$ cat src/rtl/spi_reg_pkg.sv
package spi_reg_pkg;
  localparam int WORD_W = 16;
  localparam int BYTE_W = 8;
  localparam int DIV_W  = 7;
  localparam int ECNT_W = $clog2(2 * WORD_W);

  localparam int OFF_DATA = 0;
  localparam int OFF_CTRL = 2;
  localparam int OFF_STAT = 4;

  typedef struct packed {
    logic [DIV_W-1:0] div;
    logic             cpha;
    logic             cpol;
    logic             wie;
    logic             rie;
    logic             wide;
    logic             en;
  } ctrl_t;
endpackage

$ cat src/rtl/spi_reg_baud.sv
module spi_reg_baud
  import spi_reg_pkg::*;
(
  input  logic             clk_i,
  input  logic             rst_ni,
  input  logic             run_i,
  input  logic [DIV_W-1:0] div_i,
  output logic             tick_o
);
  logic [DIV_W-1:0] cnt_q;
  logic [DIV_W-1:0] lim;

  // zero is clamped to one: fastest ratio is 4
  assign lim    = (div_i == '0) ? DIV_W'(1) : div_i;
  assign tick_o = run_i && (cnt_q == lim);

  always_ff @(posedge clk_i or negedge rst_ni) begin
    if (!rst_ni)                cnt_q <= '0;
    else if (!run_i || tick_o)  cnt_q <= '0;
    else                        cnt_q <= cnt_q + 1'b1;
  end
endmodule

$ cat src/rtl/spi_reg_shift.sv
module spi_reg_shift
  import spi_reg_pkg::*;
(
  input  logic              clk_i,
  input  logic              rst_ni,
  input  logic              en_i,
  input  logic              wide_i,
  input  logic              cpha_i,
  input  logic              start_i,
  input  logic [WORD_W-1:0] tx_i,
  input  logic              tick_i,
  input  logic              miso_i,
  output logic              busy_o,
  output logic              sclk_phase_o,
  output logic              mosi_o,
  output logic              done_o,
  output logic [WORD_W-1:0] rx_word_o
);
  localparam logic [ECNT_W-1:0] LAST_WIDE   = ECNT_W'(2 * WORD_W - 1);
  localparam logic [ECNT_W-1:0] LAST_NARROW = ECNT_W'(2 * BYTE_W - 1);

  logic              busy_q, phase_q;
  logic [ECNT_W-1:0] ecnt_q;
  logic [WORD_W-1:0] tx_q, rx_q;
  logic              lead, do_sample, do_shift, last_edge;
  logic [WORD_W-1:0] rx_next;

  assign lead      = ~phase_q;
  assign last_edge = ecnt_q == (wide_i ? LAST_WIDE : LAST_NARROW);
  assign do_sample = lead ^ cpha_i;
  assign do_shift  = cpha_i ? (lead && ecnt_q != '0) : !lead;
  assign rx_next   = {rx_q[WORD_W-2:0], miso_i};

  assign busy_o       = busy_q;
  assign sclk_phase_o = phase_q;
  assign mosi_o       = tx_q[WORD_W-1];
  assign done_o       = en_i && busy_q && tick_i && last_edge;
  // phase 1 takes its final sample on the last edge itself
  assign rx_word_o    = (cpha_i && do_sample) ? rx_next : rx_q;

  always_ff @(posedge clk_i or negedge rst_ni) begin
    if (!rst_ni) begin
      busy_q  <= 1'b0;
      phase_q <= 1'b0;
      ecnt_q  <= '0;
      tx_q    <= '0;
      rx_q    <= '0;
    end else if (!en_i) begin
      busy_q  <= 1'b0;
      phase_q <= 1'b0;
      ecnt_q  <= '0;
    end else if (start_i) begin
      busy_q  <= 1'b1;
      phase_q <= 1'b0;
      ecnt_q  <= '0;
      rx_q    <= '0;
      tx_q    <= wide_i ? tx_i : {tx_i[BYTE_W-1:0], {(WORD_W-BYTE_W){1'b0}}};
    end else if (busy_q && tick_i) begin
      phase_q <= ~phase_q;
      ecnt_q  <= ecnt_q + 1'b1;
      if (do_sample) rx_q <= rx_next;
      if (do_shift)  tx_q <= {tx_q[WORD_W-2:0], 1'b0};
      if (last_edge) begin
        busy_q  <= 1'b0;
        phase_q <= 1'b0;
      end
    end
  end
endmodule

$ cat src/rtl/spi_reg_regs.sv
module spi_reg_regs
  import spi_reg_pkg::*;
#(
  parameter int ADDR_W = 3
) (
  input  logic              clk_i,
  input  logic              rst_ni,
  input  logic [ADDR_W-1:0] bus_addr_i,
  input  logic              bus_we_i,
  input  logic              bus_re_i,
  input  logic [WORD_W-1:0] bus_wdata_i,
  output logic [WORD_W-1:0] bus_rdata_o,
  input  logic              busy_i,
  input  logic              done_i,
  input  logic [WORD_W-1:0] rx_word_i,
  output ctrl_t             ctrl_o,
  output logic              start_o,
  output logic              rbf_o,
  output logic              irq_o
);
  ctrl_t             ctrl_q;
  logic              rbf_q, irq_q;
  logic [WORD_W-1:0] rx_buf_q;
  logic              sel_data, sel_ctrl, sel_stat;
  logic [WORD_W-1:0] ctrl_view;

  assign sel_data = bus_addr_i == ADDR_W'(OFF_DATA);
  assign sel_ctrl = bus_addr_i == ADDR_W'(OFF_CTRL);
  assign sel_stat = bus_addr_i == ADDR_W'(OFF_STAT);

  assign start_o = bus_we_i && sel_data && ctrl_q.en && !busy_i;

  assign ctrl_view = {ctrl_q.div, ctrl_q.cpha, ctrl_q.cpol, ctrl_q.wie, ctrl_q.rie,
                      2'b00, ctrl_q.wide, 1'b0, ctrl_q.en};

  always_comb begin
    bus_rdata_o = '0;
    if (sel_data)      bus_rdata_o = rx_buf_q;
    else if (sel_ctrl) bus_rdata_o = ctrl_view;
    else if (sel_stat) bus_rdata_o = {{(WORD_W-2){1'b0}}, rbf_q, busy_i};
  end

  always_ff @(posedge clk_i or negedge rst_ni) begin
    if (!rst_ni) begin
      ctrl_q <= '0;
    end else if (bus_we_i && sel_ctrl) begin
      ctrl_q.div  <= bus_wdata_i[15:9];
      ctrl_q.cpha <= bus_wdata_i[8];
      ctrl_q.cpol <= bus_wdata_i[7];
      ctrl_q.wie  <= bus_wdata_i[6];
      ctrl_q.rie  <= bus_wdata_i[5];
      ctrl_q.wide <= bus_wdata_i[2];
      ctrl_q.en   <= bus_wdata_i[0];
    end
  end

  always_ff @(posedge clk_i or negedge rst_ni) begin
    if (!rst_ni) begin
      rbf_q    <= 1'b0;
      rx_buf_q <= '0;
    end else if (done_i) begin
      rbf_q    <= 1'b1;
      rx_buf_q <= ctrl_q.wide ? rx_word_i
                              : {{(WORD_W-BYTE_W){1'b0}}, rx_word_i[BYTE_W-1:0]};
    end else if (bus_re_i && sel_data) begin
      rbf_q    <= 1'b0;
    end
  end

  always_ff @(posedge clk_i or negedge rst_ni) begin
    if (!rst_ni) irq_q <= 1'b0;
    else         irq_q <= (ctrl_q.rie && rbf_q) || (ctrl_q.wie && ctrl_q.en && !busy_i);
  end

  assign ctrl_o = ctrl_q;
  assign rbf_o  = rbf_q;
  assign irq_o  = irq_q;
endmodule

$ cat src/rtl/spi_reg_master.sv
module spi_reg_master
  import spi_reg_pkg::*;
#(
  parameter int ADDR_W = 3
) (
  input  logic              clk_i,
  input  logic              rst_ni,
  input  logic [ADDR_W-1:0] bus_addr_i,
  input  logic              bus_we_i,
  input  logic              bus_re_i,
  input  logic [WORD_W-1:0] bus_wdata_i,
  output logic [WORD_W-1:0] bus_rdata_o,
  output logic              sclk_o,
  output logic              mosi_o,
  input  logic              miso_i,
  output logic              irq_o
);
  ctrl_t             ctrl;
  logic              busy_w, done_w, start_w, tick_w, phase_w, rbf_w;
  logic [WORD_W-1:0] rx_word_w;

  spi_reg_regs #(.ADDR_W(ADDR_W)) i_regs (
    .clk_i      (clk_i),
    .rst_ni     (rst_ni),
    .bus_addr_i (bus_addr_i),
    .bus_we_i   (bus_we_i),
    .bus_re_i   (bus_re_i),
    .bus_wdata_i(bus_wdata_i),
    .bus_rdata_o(bus_rdata_o),
    .busy_i     (busy_w),
    .done_i     (done_w),
    .rx_word_i  (rx_word_w),
    .ctrl_o     (ctrl),
    .start_o    (start_w),
    .rbf_o      (rbf_w),
    .irq_o      (irq_o)
  );

  spi_reg_baud i_baud (
    .clk_i (clk_i),
    .rst_ni(rst_ni),
    .run_i (busy_w),
    .div_i (ctrl.div),
    .tick_o(tick_w)
  );

  spi_reg_shift i_shift (
    .clk_i       (clk_i),
    .rst_ni      (rst_ni),
    .en_i        (ctrl.en),
    .wide_i      (ctrl.wide),
    .cpha_i      (ctrl.cpha),
    .start_i     (start_w),
    .tx_i        (bus_wdata_i),
    .tick_i      (tick_w),
    .miso_i      (miso_i),
    .busy_o      (busy_w),
    .sclk_phase_o(phase_w),
    .mosi_o      (mosi_o),
    .done_o      (done_w),
    .rx_word_o   (rx_word_w)
  );

  assign sclk_o = ctrl.cpol ^ phase_w;
endmodule

$ cat config.mk
export PLATFORM = sky130hd
export DESIGN_NAME = spi_reg_master
export DESIGN_NICKNAME = d
export VERILOG_FILES = /design/src/rtl/spi_reg_pkg.sv /design/src/rtl/spi_reg_baud.sv /design/src/rtl/spi_reg_shift.sv /design/src/rtl/spi_reg_regs.sv /design/src/rtl/spi_reg_master.sv
export SDC_FILE = /design/constraint.sdc
export NUM_CORES = 1
export LEC_CHECK = 0
export BUFFER_PORTS_ARGS = -buffer_cell sky130_fd_sc_hd__clkbuf_2
export CAP_MARGIN = 5
export CORE_MARGIN = 2
export CORE_UTILIZATION = 45
export CTS_CLUSTER_DIAMETER = 80
export DETAILED_ROUTE_END_ITERATION = 7
export GPL_TIMING_DRIVEN = 0
export PLACE_DENSITY = 0.65
export SYNTH_ARGS = -nofsm -noshare
export SYNTH_HDL_FRONTEND = slang
export SYNTH_HIERARCHICAL = 1
export SYNTH_SLANG_ARGS = --single-unit
$ cat constraint.sdc
create_clock -name clk_i -period 7 [get_ports clk_i]
set_input_delay 1.05 -clock clk_i [delete_from_list [all_inputs] [get_ports clk_i]]
set_output_delay 1.05 -clock clk_i [all_outputs]
set_load 0.02 [all_outputs]
* Word level (Yosys, flattened, before mapping)
Index checks and enable logic that the tools add are counted.
** Storage, ports and cells
- Latch bits :: 0
- Word-level logic and storage cells :: 84
- RAM bits :: 0
- Input port bits :: 24
- Bits in read-only memories :: 0
- Register bits after elaboration :: 77
- Memories kept :: 0
- Output and inout bits :: 19
** Cells by class
- $lt $le $gt $ge :: 0
- Divide/modulo/power cells :: 0
- Equality and inequality tests :: 6
- Muxes and demuxes :: 29
- Bitwise operators :: 3
- Shift operators :: 0
- Multiply operators :: 0
- Reduce and logical (&&, ||, !) cells :: 28
- Add/sub/neg operators :: 2
** Operator list (count)
- $mux 16 :: 11
- $mux 5 :: 4
- $logic_and 1x1->1 :: 15
- $mux 7 :: 2
- $mux 1 :: 11
- $reduce_bool 2->1 :: 4
- $add 7x1->7 const B :: 1
- $eq 7x7->1 :: 1
- $logic_not 7->1 :: 1
- $ne 3x1->1 const B :: 2
- $reduce_and 3->1 :: 2
- $add 5x1->5 const B :: 1
- $eq 5x5->1 :: 1
- $reduce_bool 5->1 :: 1
- $eq 3x2->1 const B :: 1
- $eq 3x3->1 const B :: 1
- $logic_not 3->1 :: 1
- $logic_or 1x1->1 :: 2
- $mux 2 :: 1
- $reduce_and 2->1 :: 1
- $xor 1x1->1 :: 2
- $logic_not 1->1 :: 1
- $not 1->1 :: 1

* Longest topological paths before layout
- Depth after elaboration :: 8
- Depth in mapped cells :: 9

* By module
Netlist, hierarchy kept.
** Modules (own cells, without submodules)
- spi_reg_shift :: times used 1, area an instance 2005.7 µm², cells an instance 171, sequential area each 975.9 µm²
- spi_reg_regs :: times used 1, area an instance 1502.7 µm², cells an instance 125, sequential area each 775.7 µm²
- spi_reg_baud :: times used 1, area an instance 437.9 µm², cells an instance 43, sequential area each 175.2 µm²
- spi_reg_master :: times used 1, area an instance 8.8 µm², cells an instance 1, sequential area each 0.0 µm²

* Worst setup path after synthesis
Ideal clock, no wire load.
- Kind :: in2out
- Start point :: in bus_addr_i[1]
- End point :: out bus_rdata_o[0]
- Arrival :: 1.980 ns
- Path buffers :: 2
- Path slack :: 3.970 ns
- Stages :: 3
- Cell sequence :: buf_2 > buf_2 > a211oi_1
** On the way
- Cells in the longest elaborated chain, start to end :: 4
- Elaborated cells between the ends (all ways) :: 6
- Classes of those cells :: eq/ne: 2; mux: 3; reduce/logical: 1
** Ends and longest elaborated chain
- from (decl) :: RTL line spi_reg_master.sv:8 : input logic [ADDR_W-1:0] bus_addr_i,
- $eq 3x3->1 :: RTL line spi_reg_regs.sv:29 : assign sel_stat = bus_addr_i == ADDR_W'(OFF_STAT);
- $mux 2 :: RTL line spi_reg_regs.sv:40 : else if (sel_stat) bus_rdata_o = {{(WORD_W-2){1'b0}}, rbf_q, busy_i};
- $mux 16 :: RTL line spi_reg_regs.sv:39 : else if (sel_ctrl) bus_rdata_o = ctrl_view;
- $mux 16 * :: RTL line spi_reg_regs.sv:38 : if (sel_data) bus_rdata_o = rx_buf_q;
- to (decl) :: RTL line spi_reg_master.sv:12 : output logic [WORD_W-1:0] bus_rdata_o,
Every way passes the cells marked *; elsewhere a longest branch is shown, timed or not.

* Final worst setup path
- Start point :: reg i_regs.ctrl_q, in the netlist i_regs/ctrl_o[8]
- End point :: reg i_shift.rx_q[6]
** On the way
- Cells in the longest elaborated chain, start to end :: 7
** Ends and longest elaborated chain
- from (decl) :: RTL line spi_reg_regs.sv:21 : ctrl_t ctrl_q;
- $logic_not 7->1 :: RTL line spi_reg_baud.sv:14 : assign lim = (div_i == '0) ? DIV_W'(1) : div_i;
- $mux 7 * :: RTL line spi_reg_baud.sv:14
- $eq 7x7->1 * :: RTL line spi_reg_baud.sv:15 : assign tick_o = run_i && (cnt_q == lim);
- $logic_and 1x1->1 * :: RTL line spi_reg_baud.sv:15
- net tick_w :: RTL line spi_reg_master.sv:19 : logic busy_w, done_w, start_w, tick_w, phase_w, rbf_w;
- $logic_and 1x1->1 * :: RTL line spi_reg_shift.sv:58 : end else if (busy_q && tick_i) begin
- $reduce_bool 2->1 (no source line) *
- $reduce_and 3->1 (no source line) *
- to (signal assigned) :: RTL line spi_reg_shift.sv:61 : if (do_sample) rx_q <= rx_next;
- to (decl) :: RTL line spi_reg_shift.sv:24 : logic [WORD_W-1:0] tx_q, rx_q;
Mark *: on every way through the listed nets, which the timed path passes. The rest lies on a longest branch.
A chain may end at the register's enable or synchronous reset.

==> impl_metrics.csv <==
group,metric,value,unit
outcome,status,"completed",
logic_synthesis,synth.area.mux_share,0.191,
power_and_ir_drop,ir_worst_vdd,99.5,uV
logic_synthesis,synth-xor-area-share,0.0354,
route,first_pass_iters,4,
power_and_ir_drop,leakage,2.19,nW
logic_synthesis,yosysSeqAreaShare,0.487,
clock_network,clkSinkCount,77,
global_routing,grt_pass1_wl,14000,um
logic_synthesis,yosysTopAreaCellShare,0.487,
power_and_ir_drop,power,0.992,mW
worst_setup_path,required,7.28,ns
clock_network,cts.htree.levels,3,
sta,slew_headroom,0.390,
sta,min_period,3.40,ns
power_and_ir_drop,power.share.clock,0.362,
global_routing,antenna_found_initial,0,
power_and_ir_drop,powerDensity,219,nW/um^2
placed_design,dp_slack,3.58,ns
global_routing,track_usage,0.186,
logic_synthesis,synth_common_cells,"dfrtp_1 (77), mux2_2 (33), a22o_1 (31)",
worst_setup_path,crit_arrival,3.68,ns
route,wl_per_cell,16.7,um
logic_synthesis,synth_seq_cells,77,
sta,finalSetupTns,0,ns
clock_network,path_clk_slew,0.08,ns
logic_synthesis,synthAdderAreaFrac,0.0127,
floorplanning,die_w,97.8,um
floorplanning,core_region_area,8640,um^2
power_and_ir_drop,p_seq_frac,0.499,
clock_network,cts_max_path_buffers,2,
sta,hold_ws,0.503,ns
logic_synthesis,yosys.area.top_type,"dfrtp_1",
route,drt_wl_total,8450,um
route,drc,0,
finish,layout.cells.non_filler,506,
flow_run,max_cap_violations,0,
logic_synthesis,synth-edff-count,0,
worst_setup_path,startpoint_type,"flip-flop",
logic_synthesis,synthMostInstantiatedCell,"dfrtp_1",
global_routing,grt-ovfl-total,0,
sta,max_slew.worst_pin.slew,0.908,ns
global_routing,grt_pass1_vias,2734,
route,routed_via_density,5.39,
logic_synthesis,ys.flop_type,"dfrtp_1",
floorplanning,initial_core_util,0.458,
worst_setup_path,endpoint_kind,"flip-flop",
floorplanning,die_h,97.8,um
sta,setup_viol,0,
finish,antenna_cells,0,
placed_design,portBuffers,41,
route,via_count,2729,
clock_network,postCtsHoldBufs,0,
placed_design,numPlacedInstances,490,
finish,nets,421,
logic_synthesis,synth_cells,340,
logic_synthesis,post_synth.cell_area_avg,11.6,um^2
finish,syn_to_final_growth,14.6,%
worst_setup_path,path_class,"flip-flop to flip-flop",
finish,drive_gt1_frac,0.289,
clock_network,cts_buffers,9,
global_routing,grt-busiest-layer,"met2",
global_routing,met2_usage,0.280,
placed_design,gp_congestion,0.806,
floorplanning,fp.dieArea,9560,um^2
placed_design,dpl.hpwl,6120,um
logic_synthesis,synth_area_leaders,"dfrtp_1 (49%), mux2_2 (9.4%), a22o_1 (6.9%)",
clock_network,clock_latency,0.35,ns
power_and_ir_drop,pwr-share-comb,0.139,
logic_synthesis,yosys_warnings,6,
worst_setup_path,r2r_slack,3.60,ns
floorplanning,num_io_pins,43,
logic_synthesis,synth-simple-area-share,0.103,
clock_network,postCtsSetupBuffers,0,
sta,clock_skew,0.00893,ns
logic_synthesis,async_flop_share,1.00,
logic_synthesis,synth-compound-area-share,0.132,
sta,hold_violations,0,
sta,rsz0062_at_grt,"no",
sta,max_freq,0.294,GHz
route,antenna_left,0,
global_routing,grt_use_met1,0.266,
sta,layout_setup_ws,3.60,ns
global_routing,grt_max_degree,49,
clock_network,cts-root-buf,"clkbuf_8",
clock_network,ctsResizeCount,0,
logic_synthesis,yosysUniqueCellTypes,44,
logic_synthesis,synth_top_family_by_area,"multiplexers",
hold_path,hold_path_class,"flip-flop to flip-flop",
power_and_ir_drop,intPower,0.729,mW
sta,slew_violations,0,
worst_setup_path,critPathMaxFanout,10,
power_and_ir_drop,p_sw_frac,0.265,
power_and_ir_drop,p_sw,0.263,mW
sta,min_period_over_period,0.486,
route,drt_iter0_drc,133,
logic_synthesis,syn_area,3960,um^2
floorplanning,rows,34,
global_routing,use_met3,0.0344,
logic_synthesis,syn-num-nets,368,
clock_network,cts_tree,"done",
-- flip-flops by register name, indices dropped and copies added (netlist names) --
signal and flops:
i_regs/irq_o 1, i_shift/ecnt_q 5, i_shift/sclk_phase_o 1, i_shift/tx_q 16
i_regs/ctrl_o 13, i_regs/rbf_o 1, i_baud/cnt_q 7, i_regs/rx_buf_q 16
i_shift/busy_o 1, i_shift/rx_q 16
-- stage by stage --
step | util | area [um^2]
2_1_floorplan | - | 3960
3_3_place_gp | 0.497 | 4300
3_5_place_dp | 0.501 | 4330
4_1_cts | 0.525 | 4530
5_1_grt | 0.525 | 4530
6_report | 0.525 | 4530
-- critical path, stage by stage (launching register included) --
cell     delay, ns
dfrtp_1       0.48
nor4_4        0.31
mux2i_1       0.16
nor4_1        0.78
nand2_2       0.28
nor3_1        0.81
buf_2         0.36
a22o_1        0.15
-- metal layers --
layer	wire length, um	vias up
met5	0	-
met1	4190	1354
li1	-	1324
met4	159	0
met2	3860	36
met3	238	15
-- placed cells by master, fill, tap and decap left out, types with 2 or more instances in the layout --
cell,instances
dfrtp_1,77
clkbuf_2,40
mux2_2,33
a22o_1,31
nor2_1,25
mux2i_1,22
o21ai_0,20
inv_1,13
nand3_1,12
clkbuf_1,11
mux2_4,11
a21oi_1,11
xnor2_1,10
clkbuf_8,9
nand2_1,9
xor2_1,6
buf_2,6
nand2b_1,4
ha_1,4
clkinv_2,3
and3_1,3
or3_1,3
nor3_1,3
and2_1,3
bufinv_16,2
nand4_1,2
a211oi_1,2
-- layout make-up --
cell class | count | area, um^2
Clock inverter | 5 | 75.1
Tap cell | 108 | 135
Buffer | 18 | 98.8
Multi-Input combinational cell | 231 | 1880
Sequential cell | 77 | 1930
Clock buffer | 11 | 131
Fill cell | 797 | 4100
Timing Repair Buffer | 42 | 235
Inverter | 14 | 52.6
-- power groups by stage --
stage	sequential [mW]	clock [mW]	combinational, mW
floorplan	0.495	0	0.0941
global placement	0.505	0	0.134
detailed placement	0.505	0	0.138
CTS	0.496	0.365	0.139
global route	0.499	0.389	0.150
finish	0.495	0.359	0.138
-- kinds of logic after synthesis --
group / count (synthesis)
compound gates: 70
xor+xnor: 16
fa+ha+maj: 4
buf+inv: 32
flops: 77
mux: 66
simple gates: 75
-- final timing paths --
check                                         from                  to  depth (start not counted)
worst max-delay path              i_regs/ctrl_o[8]     i_shift/rx_q[6]                          7
worst min-delay path            i_regs/rx_buf_q[3]  i_regs/rx_buf_q[3]                          1
worst max register to register    i_regs/ctrl_o[8]     i_shift/rx_q[6]                          7
worst min register to register  i_regs/rx_buf_q[3]  i_regs/rx_buf_q[3]                          1
max in group asynchronous                   rst_ni     i_shift/tx_q[1]                          2
min in group asynchronous                   rst_ni    i_shift/rx_q[11]                          1
Note: power is estimated with default switching activity, not from simulation.
